**config.mk**
```make
export PLATFORM = sky130hd
export DESIGN_NAME = burst_addr_gen
export DESIGN_NICKNAME = d
export VERILOG_FILES = /design/src/rtl/burst_ag_pkg.sv /design/src/rtl/burst_cmd_decode.sv /design/src/rtl/burst_beat_counter.sv /design/src/rtl/burst_order_map.sv /design/src/rtl/burst_addr_gen.sv
export SDC_FILE = /design/constraint.sdc
export NUM_CORES = 1
export LEC_CHECK = 0
export ABC_AREA = 1
export BUFFER_PORTS_ARGS = -buffer_cell sky130_fd_sc_hd__buf_2
export CORE_MARGIN = 5
export CORE_UTILIZATION = 41
export DETAILED_ROUTE_END_ITERATION = 10
export GPL_TIMING_DRIVEN = 0
export MAX_ROUTING_LAYER = met4
export PLACE_DENSITY_LB_ADDON = 0.15
export SLEW_MARGIN = 20
export SYNTH_ARGS = -nofsm -noshare
export SYNTH_HDL_FRONTEND = slang
export SYNTH_HIERARCHICAL = 1
export SYNTH_SLANG_ARGS = --single-unit
```
**constraint.sdc**
```tcl
create_clock -name clk -period 4.2 [get_ports clk]
set_clock_uncertainty 0.05 [all_clocks]
set_input_delay 0.42 -clock clk [delete_from_list [all_inputs] [get_ports clk]]
set_output_delay 0.42 -clock clk [all_outputs]
set_load 0.02 [all_outputs]
```
**src/rtl/burst_ag_pkg.sv**
```systemverilog
package burst_ag_pkg;

  typedef enum logic [1:0] {
    CMD_HOLD  = 2'd0,
    CMD_LOAD  = 2'd1,
    CMD_DESEL = 2'd2,
    CMD_STEP  = 2'd3
  } burst_cmd_e;

endpackage

```
**src/rtl/burst_cmd_decode.sv**
```systemverilog
module burst_cmd_decode
  import burst_ag_pkg::*;
(
  input  logic       proc_start,
  input  logic       ctrl_start,
  input  logic       adv,
  input  logic       ce_n,
  input  logic       ce_hi,
  input  logic       active,
  output burst_cmd_e cmd,
  output logic       src_proc
);

  logic proc_live;
  logic chip_on;

  assign proc_live = proc_start & ~ce_n;
  assign chip_on   = ~ce_n & ce_hi;

  // Priority: qualified processor strobe, then controller strobe, then advance
  always_comb begin
    cmd      = CMD_HOLD;
    src_proc = 1'b0;
    if (proc_live) begin
      src_proc = 1'b1;
      cmd      = ce_hi ? CMD_LOAD : CMD_DESEL;
    end else if (ctrl_start) begin
      cmd = chip_on ? CMD_LOAD : CMD_DESEL;
    end else if (adv && active) begin
      cmd = CMD_STEP;
    end
  end

endmodule

```
**src/rtl/burst_beat_counter.sv**
```systemverilog
module burst_beat_counter
  import burst_ag_pkg::*;
#(
  parameter int BEAT_BITS = 2
) (
  input  logic                 clk,
  input  logic                 rst_n,
  input  burst_cmd_e           cmd,
  output logic [BEAT_BITS-1:0] beat
);

  always_ff @(posedge clk) begin
    if (!rst_n) begin
      beat <= '0;
    end else begin
      unique case (cmd)
        CMD_LOAD: beat <= '0;
        CMD_STEP: beat <= beat + 1'b1;
        default:  beat <= beat;
      endcase
    end
  end

endmodule

```
**src/rtl/burst_order_map.sv**
```systemverilog
module burst_order_map #(
  parameter int BEAT_BITS = 2
) (
  input  logic [BEAT_BITS-1:0] start_low,
  input  logic [BEAT_BITS-1:0] beat,
  input  logic                 order_ilv,
  output logic [BEAT_BITS-1:0] low_out
);

  logic [BEAT_BITS-1:0] lin_low;
  logic [BEAT_BITS-1:0] ilv_low;

  assign lin_low = start_low + beat;

  for (genvar b = 0; b < BEAT_BITS; b++) begin : g_xor
    assign ilv_low[b] = start_low[b] ^ beat[b];
  end

  assign low_out = order_ilv ? ilv_low : lin_low;

endmodule

```
**src/rtl/burst_addr_gen.sv**
```systemverilog
module burst_addr_gen
  import burst_ag_pkg::*;
#(
  parameter int ADDR_W    = 18,
  parameter int BEAT_BITS = 2
) (
  input  logic              clk,
  input  logic              rst_n,
  input  logic [ADDR_W-1:0] ext_addr,
  input  logic              proc_start,
  input  logic              ctrl_start,
  input  logic              adv,
  input  logic              ce_n,
  input  logic              ce_hi,
  input  logic              order_ilv,
  output logic [ADDR_W-1:0] cur_addr,
  output logic              sel_o,
  output logic              from_proc
);

  localparam int HI_W = ADDR_W - BEAT_BITS;

  burst_cmd_e           cmd;
  logic                 src_proc;
  logic [ADDR_W-1:0]    base_q;
  logic [BEAT_BITS-1:0] beat;
  logic [BEAT_BITS-1:0] low_mapped;

  burst_cmd_decode u_dec (
    .proc_start (proc_start),
    .ctrl_start (ctrl_start),
    .adv        (adv),
    .ce_n       (ce_n),
    .ce_hi      (ce_hi),
    .active     (sel_o),
    .cmd        (cmd),
    .src_proc   (src_proc)
  );

  burst_beat_counter #(.BEAT_BITS(BEAT_BITS)) u_cnt (
    .clk   (clk),
    .rst_n (rst_n),
    .cmd   (cmd),
    .beat  (beat)
  );

  burst_order_map #(.BEAT_BITS(BEAT_BITS)) u_map (
    .start_low (base_q[BEAT_BITS-1:0]),
    .beat      (beat),
    .order_ilv (order_ilv),
    .low_out   (low_mapped)
  );

  always_ff @(posedge clk) begin
    if (!rst_n) begin
      base_q    <= '0;
      sel_o     <= 1'b0;
      from_proc <= 1'b0;
    end else begin
      unique case (cmd)
        CMD_LOAD: begin
          base_q    <= ext_addr;
          sel_o     <= 1'b1;
          from_proc <= src_proc;
        end
        CMD_DESEL: sel_o <= 1'b0;
        default: ;
      endcase
    end
  end

  assign cur_addr = {base_q[ADDR_W-1 -: HI_W], low_mapped};

endmodule

```
==> metrics.txt, run 1 <==
# TYPE chip_impl_metric gauge
chip_impl_metric{name="nNetsFinal",unit=""} 270
chip_impl_info{name="setup.worst_path.start_class",value="register"} 1
chip_impl_metric{name="n_antenna_cell",unit=""} 0
chip_impl_metric{name="path_buf_inv",unit=""} 3
chip_impl_metric{name="yosys.cell_types.count",unit=""} 14
chip_impl_metric{name="routed-via-count",unit=""} 1076
chip_impl_metric{name="grt_first_pass_wirelength",unit="um"} 4040
chip_impl_metric{name="drv_cap",unit=""} 0
chip_impl_metric{name="syn_to_final_growth",unit="%"} 24.9
chip_impl_metric{name="synth_area",unit="um2"} 1210
chip_impl_metric{name="first_global_vias",unit=""} 941
chip_impl_metric{name="cts_hold_buffers",unit=""} 0
chip_impl_info{name="timing.critical_path.slowest_stage_cell",value="sky130_fd_sc_hd__dfxtp_1"} 1
chip_impl_metric{name="detail_route.wirelength",unit="um"} 2310
chip_impl_metric{name="switching_share",unit=""} 0.306
chip_impl_info{name="cts.root.buffer_cell",value="sky130_fd_sc_hd__clkbuf_4"} 1
chip_impl_metric{name="cts.repair.resized",unit=""} 0
chip_impl_metric{name="synth-edff-count",unit=""} 0
chip_impl_info{name="endpoint",value="cur_addr[1]"} 1
chip_impl_metric{name="place.gp.congestion",unit=""} 0.672
chip_impl_metric{name="worstPathRequired",unit="ns"} 3.73
chip_impl_metric{name="drt_first_pass_iters",unit=""} 4
chip_impl_metric{name="tightest_slew",unit="ns"} 0.226
chip_impl_metric{name="placement.io_buffers",unit=""} 45
chip_impl_metric{name="max_freq",unit="GHz"} 0.555
chip_impl_metric{name="tritoncts_num_sinks",unit=""} 22
chip_impl_metric{name="synth_fp_nets",unit=""} 220
chip_impl_metric{name="floorplan.initialDensity",unit=""} 0.434
chip_impl_metric{name="antenna_found_initial",unit=""} 0
chip_impl_info{name="crit-reg2reg-capture",value="base_q[4]"} 1
chip_impl_metric{name="yosys.area_share.xor_xnor",unit=""} 0
chip_impl_metric{name="drt-initial-drc-count",unit=""} 29
chip_impl_metric{name="drcViolationCount",unit=""} 0
chip_impl_metric{name="rrSetupSlack",unit="ns"} 2.64
chip_impl_metric{name="clockPowerShare",unit=""} 0.238
chip_impl_info{name="synth_commonest_cells",value="58 x sky130_fd_sc_hd__nand2_1, 44 x sky130_fd_sc_hd__nor2_1, 31 x sky130_fd_sc_hd__inv_1"} 1
chip_impl_metric{name="slew_headroom",unit=""} 0.849
chip_impl_info{name="yosys.cell_count.top_type",value="sky130_fd_sc_hd__nand2_1"} 1
chip_impl_metric{name="share_seq_of_total_power",unit=""} 0.481
chip_impl_metric{name="power.switching",unit="uW"} 151
chip_impl_info{name="cpLargestDelayFamily",value="flip-flops"} 1
chip_impl_metric{name="synthArstFlopShare",unit=""} 0
chip_impl_metric{name="min_period",unit="ns"} 1.80
chip_impl_metric{name="detail_route.vias_per_cell",unit=""} 3.97
chip_impl_metric{name="rows",unit=""} 19
chip_impl_metric{name="fillers",unit=""} 317
chip_impl_metric{name="grt_util_all_layers",unit=""} 0.122
chip_impl_metric{name="fp.dieW",unit="um"} 64.3
chip_impl_metric{name="h-tree-depth",unit=""} 1
chip_impl_metric{name="syn-instance-count",unit=""} 191
chip_impl_metric{name="synth-simple-area-share",unit=""} 0.359
chip_impl_info{name="worstSetupStartpoint",value="u_cnt/beat[0]"} 1
chip_impl_metric{name="fin_area",unit="um2"} 1510
chip_impl_info{name="timing.rr.start",value="sel_o"} 1
chip_impl_metric{name="maximum_number_of_pins_on_one_net_before_global_route_repair",unit=""} 13
chip_impl_metric{name="setup-violations-final",unit=""} 0
chip_impl_metric{name="critPathMaxFanout",unit=""} 5
chip_impl_metric{name="synth_largest_type_area_fraction",unit=""} 0.365
chip_impl_metric{name="worstRegToRegCells",unit=""} 10
chip_impl_metric{name="number_of_setup_buffers_added_after_cts",unit=""} 0
chip_impl_metric{name="synth.yosys.seq_area_share",unit=""} 0.365
chip_impl_metric{name="final_layout_size_suffix_gt1_frac",unit=""} 0.304
chip_impl_info{name="grt_setup_unrepaired",value="false"} 1
chip_impl_metric{name="ys_ff_latch",unit=""} 22
chip_impl_metric{name="number_of_cts_inserted_buffers",unit=""} 3
chip_impl_metric{name="report.final.hold_viol_count",unit=""} 0
chip_impl_metric{name="synthesized_area_fraction_occupied_by_ao_oa_aoi_and_oai_cells",unit=""} 0.00622
chip_impl_metric{name="critical_path_arrival",unit="ns"} 1.33
chip_impl_metric{name="power.density_cell_area",unit="nW/um2"} 328
chip_impl_info{name="netlist_top_cells_area",value="sky130_fd_sc_hd__dfxtp_1 36%, sky130_fd_sc_hd__nand2_1 18%, sky130_fd_sc_hd__nor2_1 14%"} 1
chip_impl_info{name="worstSetupPathType",value="reg2out"} 1
chip_impl_metric{name="storage_cell_area",unit="um2"} 440
chip_impl_info{name="most_frequent_cp_cell",value="sky130_fd_sc_hd__inv_1"} 1
chip_impl_metric{name="combinationalPowerShare",unit=""} 0.281
chip_impl_metric{name="dpl.hpwl",unit="um"} 1800
chip_impl_info{name="setup.worst_path.end_class",value="output port"} 1
chip_impl_info{name="synth-main-ff-cell",value="sky130_fd_sc_hd__dfxtp_1"} 1
chip_impl_info{name="status",value="complete, no violations"} 1
chip_impl_metric{name="wire_per_inst",unit="um"} 8.51
chip_impl_metric{name="intPower",unit="uW"} 343
chip_impl_metric{name="multi_input_area",unit="um2"} 478
chip_impl_metric{name="clk_latency",unit="ns"} 0.31
chip_impl_metric{name="peakVddDrop",unit="mV"} 0.239
chip_impl_info{name="tritoncts_clock_tree",value="done"} 1
chip_impl_info{name="hold_removal_path_class",value="in2reg"} 1
chip_impl_metric{name="clk_pin_slew_worst_paths",unit="ns"} 0.12
chip_impl_metric{name="period_share",unit=""} 0.429
chip_impl_metric{name="worst-path-stages",unit=""} 7
chip_impl_metric{name="synthesized_area_divided_by_synthesized_cell_count",unit="um2"} 6.32
chip_impl_metric{name="power_leakage",unit="uW"} 0.000918
chip_impl_metric{name="setup-tns-final",unit="ns"} 0
chip_impl_info{name="synth_top_family_by_area",value="simple AND/OR/NAND/NOR gates"} 1
chip_impl_metric{name="yosys_warnings",unit=""} 6
chip_impl_metric{name="synth_area_in_adders",unit=""} 0.0311
chip_impl_metric{name="io_pins",unit=""} 46
chip_impl_info{name="synth_area_leader_cell",value="sky130_fd_sc_hd__dfxtp_1"} 1
chip_impl_metric{name="final_antenna_net_count",unit=""} 0
chip_impl_metric{name="die_area",unit="um2"} 4130
chip_impl_metric{name="worst_path_largest_cell_delay",unit="ns"} 0.42
chip_impl_metric{name="dpl_cell_area",unit="um2"} 1470
chip_impl_metric{name="die-height",unit="um"} 64.3
chip_impl_metric{name="floorplan.core_area",unit="um2"} 2780
chip_impl_metric{name="cts-root-to-sink-buffers",unit=""} 2
chip_impl_info{name="path_cells",value="ha_1 > inv_1 > nor2_1 > nand3_1 > nand2_1 > inv_1 > buf_2"} 1
chip_impl_metric{name="final-max-slew-violation-count",unit=""} 0
chip_impl_metric{name="post_synth_mux_area_share",unit=""} 0
chip_impl_metric{name="grt_overflow_total",unit=""} 0
==> how the worst min path moves through the flow <==
stage	to	cells past startpoint	slack, ns	from
2_1_floorplan	base_q[10]	2	0.40	base_q[10]
3_3_place_gp	base_q[16]	2	0.41	base_q[16]
3_5_place_dp	base_q[16]	2	0.41	base_q[16]
4_1_cts	u_cnt/beat[1]	3	0.30	rst_n
5_1_grt	u_cnt/beat[1]	3	0.29	rst_n
6_report	u_cnt/beat[1]	3	0.31	rst_n
==> through the flow <==
| step | total power (uW) | std cells | hold WS [ns] | worst slack, ns | util |
|---|---|---|---|---|---|
| global placement | 382 | 267 | 0.407 | 2.36 | 0.529 |
| finish | 494 | 271 | 0.307 | 2.40 | 0.542 |
| CTS | 500 | 271 | 0.299 | 2.38 | 0.542 |
| global route | 533 | 271 | 0.291 | 2.24 | 0.542 |
| detailed placement | 383 | 267 | 0.412 | 2.34 | 0.529 |
| floorplan | 343 | 191 | 0.400 | 2.58 | - |
==> layout make-up <==
| class | instances | area share |
|---|---|---|
| multi-input combinational | 115 | 0.317 |
| sequential | 22 | 0.292 |
| timing repair buffer | 45 | 0.149 |
| buffer | 22 | 0.112 |
| inverter | 32 | 0.0797 |
| tap | 31 | 0.0257 |
| clock buffer | 4 | 0.0241 |
==> logic make-up (layout without fill, tap and decap cells) <==
group           after synthesis  count (layout)
flops                        22              22
compound gates                1               1
buf+inv                      54             103
simple gates                111             111
fa+ha+maj                     3               3
==> power groups by stage <==
stage                     clock [uW]  combinational [uW]  sequential, uW
after floorplan                    0                99.8             243
final                            117                 139             238
after global placement             0                 140             242
after CTS                        120                 141             238
after global routing             132                 160             241
after detailed placement           0                 141             242
==> state kept, by name (all words and copies together) (netlist names) <==
signal      flops
base_q         18
u_cnt/beat      2
from_proc       1
sel_o           1
==> routing by layer <==
layer / global-route usage / wire [um]
met4: 0.0458 / 4
met2: 0.183 / 1070
met3: 0.0298 / 126
met5: - / 0
met1: 0.158 / 1100
==> tightest hold or removal path, stage by stage <==
cell and delay [ns]:
sky130_fd_sc_hd__buf_2 0.12, sky130_fd_sc_hd__nand2_1 0.07, sky130_fd_sc_hd__nor2_1 0.03
==> cell usage in the layout (no fill, tap or decap), drive strengths merged <==
master	n
clkbuf	4
nand2	59
buf	67
a21boi	1
nand3	6
inv	32
dfxtp	22
or2	1
ha	3
nand3b	1
nor2	44
(Power assumes the default switching activity.)
==> inputs of run 2 (changes only) <==
- clock period: 4.2 -> 1.45 ns (I/O delays scaled with it)
==> run 2 against run 1 <==
Compared with the run above:
- clock power grew 140%
- worst hold slack got worse by 0.27 ns
- critical path depth increased by 2
- non-clock buffer count increased by 8
- sequential power increased to 2.9 times the previous value
- critical path type is now reg2reg
==> metrics.txt, run 2 (synthesis results as in run 1) <==
# TYPE chip_impl_metric gauge
chip_impl_info{name="status",value="complete, no violations"} 1
chip_impl_metric{name="fillers",unit=""} 284
chip_impl_metric{name="number_of_cts_inserted_buffers",unit=""} 3
chip_impl_metric{name="period_share",unit=""} 0.956
chip_impl_info{name="timing.rr.start",value="sel_o"} 1
chip_impl_metric{name="rows",unit=""} 19
chip_impl_metric{name="setup-tns-final",unit="ns"} 0
chip_impl_metric{name="die_area",unit="um2"} 4130
chip_impl_metric{name="dpl.hpwl",unit="um"} 1820
chip_impl_metric{name="max_freq",unit="GHz"} 0.721
chip_impl_metric{name="first_global_vias",unit=""} 941
chip_impl_metric{name="grt_overflow_total",unit=""} 0
chip_impl_metric{name="io_pins",unit=""} 46
chip_impl_metric{name="drcViolationCount",unit=""} 0
chip_impl_metric{name="maximum_number_of_pins_on_one_net_before_global_route_repair",unit=""} 13
chip_impl_metric{name="syn_to_final_growth",unit="%"} 39.0
chip_impl_metric{name="nNetsFinal",unit=""} 278
chip_impl_metric{name="hold_ws",unit="ns"} 0.0390
chip_impl_metric{name="clk_latency",unit="ns"} 0.30
chip_impl_info{name="holdCritStartpoint",value="rst_n"} 1
chip_impl_info{name="setup.worst_path.start_class",value="register"} 1
chip_impl_info{name="grt_setup_unrepaired",value="true"} 1
chip_impl_metric{name="largest_register_ff_count",unit=""} 18
chip_impl_metric{name="drt-initial-drc-count",unit=""} 38
chip_impl_info{name="worstSetupPathType",value="reg2reg"} 1
chip_impl_metric{name="h-tree-depth",unit=""} 1
chip_impl_metric{name="cts-root-to-sink-buffers",unit=""} 2
chip_impl_metric{name="slew_headroom",unit=""} 0.862
chip_impl_info{name="timing.critical_path.slowest_stage_cell",value="sky130_fd_sc_hd__dfxtp_4"} 1
chip_impl_metric{name="antenna_found_initial",unit=""} 0
chip_impl_metric{name="hold-path-cell-count",unit=""} 3
chip_impl_info{name="largest_register",value="base_q"} 1
chip_impl_metric{name="post-place-cells",unit=""} 267
chip_impl_metric{name="tightest_slew",unit="ns"} 0.207
chip_impl_metric{name="multi_input_area",unit="um2"} 553
chip_impl_metric{name="critical_path_arrival",unit="ns"} 1.54
chip_impl_metric{name="routed-via-count",unit=""} 1168
chip_impl_metric{name="path_buf_inv",unit=""} 2
chip_impl_metric{name="final_antenna_net_count",unit=""} 0
chip_impl_metric{name="critPathMaxFanout",unit=""} 10
chip_impl_metric{name="floorplan.core_area",unit="um2"} 2780
chip_impl_info{name="setup.worst_path.end_class",value="register"} 1
chip_impl_metric{name="power_leakage",unit="uW"} 0.000973
chip_impl_info{name="leading_cell_types_in_the_layout_fill_and_taps_excluded",value="50 x sky130_fd_sc_hd__nand2_1, 47 x sky130_fd_sc_hd__buf_2, 36 x sky130_fd_sc_hd__nor2_1"} 1
chip_impl_metric{name="peakVddDrop",unit="mV"} 0.788
chip_impl_info{name="largest_registers",value="base_q: 18 flops, u_cnt/beat: 2 flops"} 1
chip_impl_metric{name="setup-violations-final",unit=""} 0
chip_impl_metric{name="clk_pin_slew_worst_paths",unit="ns"} 0.12
chip_impl_metric{name="wire_per_inst",unit="um"} 9.18
chip_impl_info{name="cpLargestDelayFamily",value="simple AND/OR/NAND/NOR gates"} 1
chip_impl_metric{name="post-route-worst-setup-slack",unit="ns"} 0.0635
chip_impl_metric{name="worst_path_largest_cell_delay",unit="ns"} 0.37
chip_impl_metric{name="report.final.hold_viol_count",unit=""} 0
chip_impl_metric{name="drv_cap",unit=""} 0
chip_impl_metric{name="n_antenna_cell",unit=""} 0
chip_impl_info{name="path_cells",value="nand3_2 > nand2_1 > nand2_1 > nand2_2 > ha_4 > buf_8 > buf_8 > nor2_2 > nor2_1"} 1
chip_impl_metric{name="placement.io_buffers",unit=""} 45
chip_impl_metric{name="final-max-slew-violation-count",unit=""} 0
chip_impl_metric{name="power.density_cell_area",unit="nW/um2"} 871
chip_impl_metric{name="final_layout_size_suffix_gt1_frac",unit=""} 0.423
chip_impl_metric{name="dpl_worst_slack",unit="ns"} -0.116
chip_impl_info{name="hold_removal_path_class",value="in2reg"} 1
chip_impl_info{name="cts.root.buffer_cell",value="sky130_fd_sc_hd__clkbuf_4"} 1
chip_impl_metric{name="rrSetupSlack",unit="ns"} 0.06
chip_impl_metric{name="detail_route.vias_per_cell",unit=""} 4.19
chip_impl_info{name="hold-path-endpoint",value="u_cnt/beat[1]"} 1
chip_impl_metric{name="cts_hold_buffers",unit=""} 0
chip_impl_info{name="layout_commonest_cell",value="sky130_fd_sc_hd__nand2_1"} 1
chip_impl_metric{name="tritoncts_num_sinks",unit=""} 22
chip_impl_metric{name="grt_first_pass_wirelength",unit="um"} 4000
chip_impl_metric{name="min_period",unit="ns"} 1.39
chip_impl_info{name="crit-reg2reg-capture",value="base_q[11]"} 1
chip_impl_metric{name="total_power",unit="uW"} 1460
chip_impl_metric{name="worstRegToRegCells",unit=""} 9
chip_impl_metric{name="detail_route.wirelength",unit="um"} 2560
chip_impl_metric{name="finalNonFillerCells",unit=""} 279
chip_impl_metric{name="place.gp.congestion",unit=""} 0.675
chip_impl_metric{name="grt_util_all_layers",unit=""} 0.119
chip_impl_metric{name="fp.dieW",unit="um"} 64.3
chip_impl_metric{name="storage_cell_area",unit="um2"} 447
chip_impl_metric{name="drt_first_pass_iters",unit=""} 2
chip_impl_info{name="tritoncts_clock_tree",value="done"} 1
chip_impl_metric{name="floorplan.initialDensity",unit=""} 0.434
chip_impl_metric{name="worstPathRequired",unit="ns"} 1.61
chip_impl_metric{name="die-height",unit="um"} 64.3
[run 2: worst register-to-register path: cells and delay by family (launching register included)]
kind                     cells  cell delay (ns)
adder cells (fa/ha/maj)      1             0.17
buffers and inverters        2             0.28
flip-flops                   1             0.37
AND/OR/NAND/NOR              6             0.41
[run 2: final cells by class]
| cell class | count | area share |
|---|---|---|
| multi-input cells | 115 | 0.330 |
| well taps | 31 | 0.0231 |
| inverters | 32 | 0.0716 |
| plain buffers | 22 | 0.107 |
| repair buffers | 53 | 0.186 |
| clock buffers | 4 | 0.0157 |
| flip-flops and latches | 22 | 0.266 |
[run 2: worst max-delay path by stage]
| stage | cells after the start | slack, ns | from | to |
|---|---|---|---|---|
| global route | 10 | -0.06 | sel_o | base_q[10] |
| global placement | 11 | -0.10 | ce_n | base_q[10] |
| finish | 9 | 0.06 | sel_o | base_q[11] |
| detailed placement | 11 | -0.12 | ce_n | base_q[6] |
| CTS | 7 | 0.008 | base_q[0] | cur_addr[1] |
| floorplan | 10 | 0.008 | sel_o | base_q[10] |
[run 2: routing by layer]
metal / global-route usage / routed length (um) / up-vias
met5: - / 0 / -
met2: 0.197 / 1270 / 24
met3: 0.0385 / 143 / 2
li1: - / - / 649
met4: 0.0229 / 9 / 0
met1: 0.143 / 1140 / 493
[run 2: report_power, final]
part	switching (uW)	total [uW]	internal, uW	leakage (uW)
clock	172	280	107	0.0000150
combinational	249	487	238	0.000777
sequential	35.7	696	660	0.000182
[run 2: repair_timing]
action	4_1_cts	5_1_grt
gates resized for setup	4	28
hold endpoints to repair	0	0
endpoints found under the setup margin	16	20
gates cloned	0	1
pin swaps	2	10
setup buffers	4	3
[run 2: per-stage QoR]
step	cell area, um2	utilization
after floorplan	1210	-
after global placement	1480	0.530
after detailed placement	1480	0.530
after CTS	1540	0.554
after global routing	1680	0.603
final	1680	0.603
==> inputs of run 3 (changes only) <==
- CORE_ASPECT_RATIO: default -> 0.7
- GPL_ROUTABILITY_DRIVEN: default -> 0
- SETUP_SLACK_MARGIN: default -> 0.2
==> run 3 against run 2 <==
Compared with the run above:
- final area is 9.2% higher
- largest cell class unchanged
- global-route usage grew 1.6 points
- count of clock-buffer cells in the layout unchanged
- highest routed layer unchanged
- critical path depth increased by 1
- sequential power barely moved
==> metrics.txt, run 3 (synthesis results as in run 1) <==
# TYPE chip_impl_metric gauge
chip_impl_info{name="largest_register",value="base_q"} 1
chip_impl_metric{name="max_freq",unit="GHz"} 0.717
chip_impl_metric{name="die_area",unit="um2"} 4150
chip_impl_info{name="largest_registers",value="base_q: 18 flops, u_cnt/beat: 2 flops"} 1
chip_impl_info{name="most_frequent_cp_cell",value="sky130_fd_sc_hd__nand2_1"} 1
chip_impl_metric{name="final_layout_size_suffix_gt1_frac",unit=""} 0.516
chip_impl_metric{name="nNetsFinal",unit=""} 282
chip_impl_info{name="path_cells",value="nand3_1 > nand2_1 > nand2_2 > nand2_4 > ha_4 > buf_8 > buf_4 > nand2_1 > nand2_1 > nor2_1"} 1
chip_impl_metric{name="detail_route.vias_per_cell",unit=""} 4.12
chip_impl_info{name="crit-reg2reg-capture",value="base_q[15]"} 1
chip_impl_info{name="cts.root.buffer_cell",value="sky130_fd_sc_hd__clkbuf_8"} 1
chip_impl_metric{name="tightest_slew",unit="ns"} 0.227
chip_impl_info{name="setup.worst_path.start_class",value="register"} 1
chip_impl_metric{name="post-place-cells",unit=""} 272
chip_impl_metric{name="dpl_cell_area",unit="um2"} 1500
chip_impl_metric{name="slew_headroom",unit=""} 0.849
chip_impl_metric{name="floorplan.core_area",unit="um2"} 2800
chip_impl_metric{name="worstPathRequired",unit="ns"} 1.60
chip_impl_metric{name="worstRegToRegCells",unit=""} 10
chip_impl_info{name="hold-path-endpoint",value="u_cnt/beat[1]"} 1
chip_impl_metric{name="drt-initial-drc-count",unit=""} 46
chip_impl_info{name="timing.rr.start",value="sel_o"} 1
chip_impl_metric{name="n_antenna_cell",unit=""} 0
chip_impl_metric{name="hold-path-cell-count",unit=""} 3
chip_impl_metric{name="critical_path_arrival",unit="ns"} 1.54
chip_impl_info{name="timing.critical_path.slowest_stage_cell",value="sky130_fd_sc_hd__dfxtp_4"} 1
chip_impl_info{name="tritoncts_clock_tree",value="done"} 1
chip_impl_info{name="holdCritStartpoint",value="rst_n"} 1
chip_impl_metric{name="placement.io_buffers",unit=""} 45
chip_impl_metric{name="drt_first_pass_iters",unit=""} 4
chip_impl_metric{name="first_global_vias",unit=""} 974
chip_impl_metric{name="antenna_found_initial",unit=""} 0
chip_impl_metric{name="dpl.hpwl",unit="um"} 1870
chip_impl_metric{name="fin_area",unit="um2"} 1830
chip_impl_metric{name="maximum_number_of_pins_on_one_net_before_global_route_repair",unit=""} 13
chip_impl_metric{name="rows",unit=""} 16
chip_impl_info{name="leading_cell_types_in_the_layout_fill_and_taps_excluded",value="46 x sky130_fd_sc_hd__buf_2, 35 x sky130_fd_sc_hd__nand2_1, 33 x sky130_fd_sc_hd__nor2_1"} 1
chip_impl_metric{name="drcViolationCount",unit=""} 0
chip_impl_metric{name="cts-root-to-sink-buffers",unit=""} 2
chip_impl_metric{name="io_pins",unit=""} 46
chip_impl_metric{name="period_share",unit=""} 0.962
chip_impl_metric{name="h-tree-depth",unit=""} 1
chip_impl_info{name="worstSetupPathType",value="reg2reg"} 1
chip_impl_metric{name="final-max-slew-violation-count",unit=""} 0
chip_impl_metric{name="tritoncts_num_sinks",unit=""} 22
chip_impl_metric{name="setup-violations-final",unit=""} 0
chip_impl_metric{name="routed-via-count",unit=""} 1186
chip_impl_metric{name="final_antenna_net_count",unit=""} 0
chip_impl_metric{name="final_core_util",unit=""} 0.654
chip_impl_metric{name="syn_to_final_growth",unit="%"} 51.7
chip_impl_metric{name="worst_path_largest_cell_delay",unit="ns"} 0.35
chip_impl_metric{name="grt_overflow_total",unit=""} 0
chip_impl_info{name="status",value="complete, no violations"} 1
chip_impl_metric{name="min_period",unit="ns"} 1.39
chip_impl_metric{name="power.density_cell_area",unit="nW/um2"} 913
chip_impl_metric{name="floorplan.initialDensity",unit=""} 0.431
chip_impl_metric{name="die-height",unit="um"} 55.4
chip_impl_metric{name="peakVddDrop",unit="mV"} 0.680
chip_impl_metric{name="critPathMaxFanout",unit=""} 5
chip_impl_info{name="hold_removal_path_class",value="in2reg"} 1
chip_impl_metric{name="power_leakage",unit="uW"} 0.00104
chip_impl_metric{name="wire_per_inst",unit="um"} 9.63
chip_impl_metric{name="fp.dieW",unit="um"} 74.9
chip_impl_metric{name="clk_latency",unit="ns"} 0.25
chip_impl_info{name="layout_commonest_cell",value="sky130_fd_sc_hd__buf_2"} 1
chip_impl_metric{name="drv_cap",unit=""} 0
chip_impl_metric{name="finalNonFillerCells",unit=""} 288
chip_impl_metric{name="clk_pin_slew_worst_paths",unit="ns"} 0.08
chip_impl_metric{name="number_of_cts_inserted_buffers",unit=""} 3
chip_impl_info{name="grt_setup_unrepaired",value="true"} 1
chip_impl_metric{name="report.final.hold_viol_count",unit=""} 0
chip_impl_metric{name="detail_route.wirelength",unit="um"} 2770
chip_impl_metric{name="rrSetupSlack",unit="ns"} 0.06
chip_impl_metric{name="grt_first_pass_wirelength",unit="um"} 4400
chip_impl_metric{name="largest_register_ff_count",unit=""} 18
chip_impl_info{name="setup.worst_path.end_class",value="register"} 1
chip_impl_metric{name="grt_util_all_layers",unit=""} 0.135
[run 3: worst max-delay path: cells and delay by family, from the launching register on]
family                   cells  cell delay (ns)
adder cells (fa/ha/maj)      1             0.18
flip-flops                   1             0.35
buffers and inverters        2             0.27
AND/OR/NAND/NOR              7             0.48
[run 3: where the power goes]
group | switching [uW] | internal, uW | total [uW]
sequential | 35.5 | 660 | 695
combinational | 279 | 272 | 551
clock | 184 | 242 | 425
[run 3: worst max-delay path by stage]
stage / from / endpoint / slack [ns] / depth (start not counted)
final: sel_o / base_q[15] / 0.06 / 10
after global routing: sel_o / base_q[5] / -0.04 / 11
after CTS: u_cnt/beat[0] / cur_addr[1] / 0.06 / 7
after detailed placement: ce_n / base_q[11] / -0.05 / 12
after global placement: ce_n / base_q[4] / -0.02 / 12
after floorplan: sel_o / base_q[13] / 0.07 / 10
[run 3: timing repair]
item,in CTS,in global routing
cloned,2,0
setup endpoints to repair,22,22
pin swaps,8,27
hold buffers,0,0
resized for setup,17,37
setup buffers,3,7
[run 3: through the flow]
| stage | TNS [ns] | hold WS [ns] | setup slack, ns | total power [uW] |
|---|---|---|---|---|
| global placement | -0.0584 | 0.354 | -0.0201 | 1120 |
| finish | 0 | 0.0935 | 0.0554 | 1670 |
| detailed placement | -0.300 | 0.358 | -0.0516 | 1120 |
| floorplan | 0 | 0.215 | 0.0722 | 1000 |
| global route | -0.389 | 0.116 | -0.0379 | 1780 |
| CTS | 0 | 0.0793 | 0.0618 | 1600 |
[run 3: area by class of cell]
| cell class | instances | area (um2) |
|---|---|---|
| fill | 273 | 971 |
| multi-input combinational | 115 | 621 |
| sequential | 22 | 447 |
| timing repair buffer | 57 | 365 |
| buffer | 22 | 179 |
| inverter | 32 | 120 |
| clock buffer | 4 | 55.1 |
| tap | 36 | 45.0 |
[run 3: per-layer routing]
metal  global-route usage  part of all wire
met5                    -                 0
met2                0.194              0.47
met4               0.0228            0.0050
met3               0.0380             0.053
met1                0.190              0.48
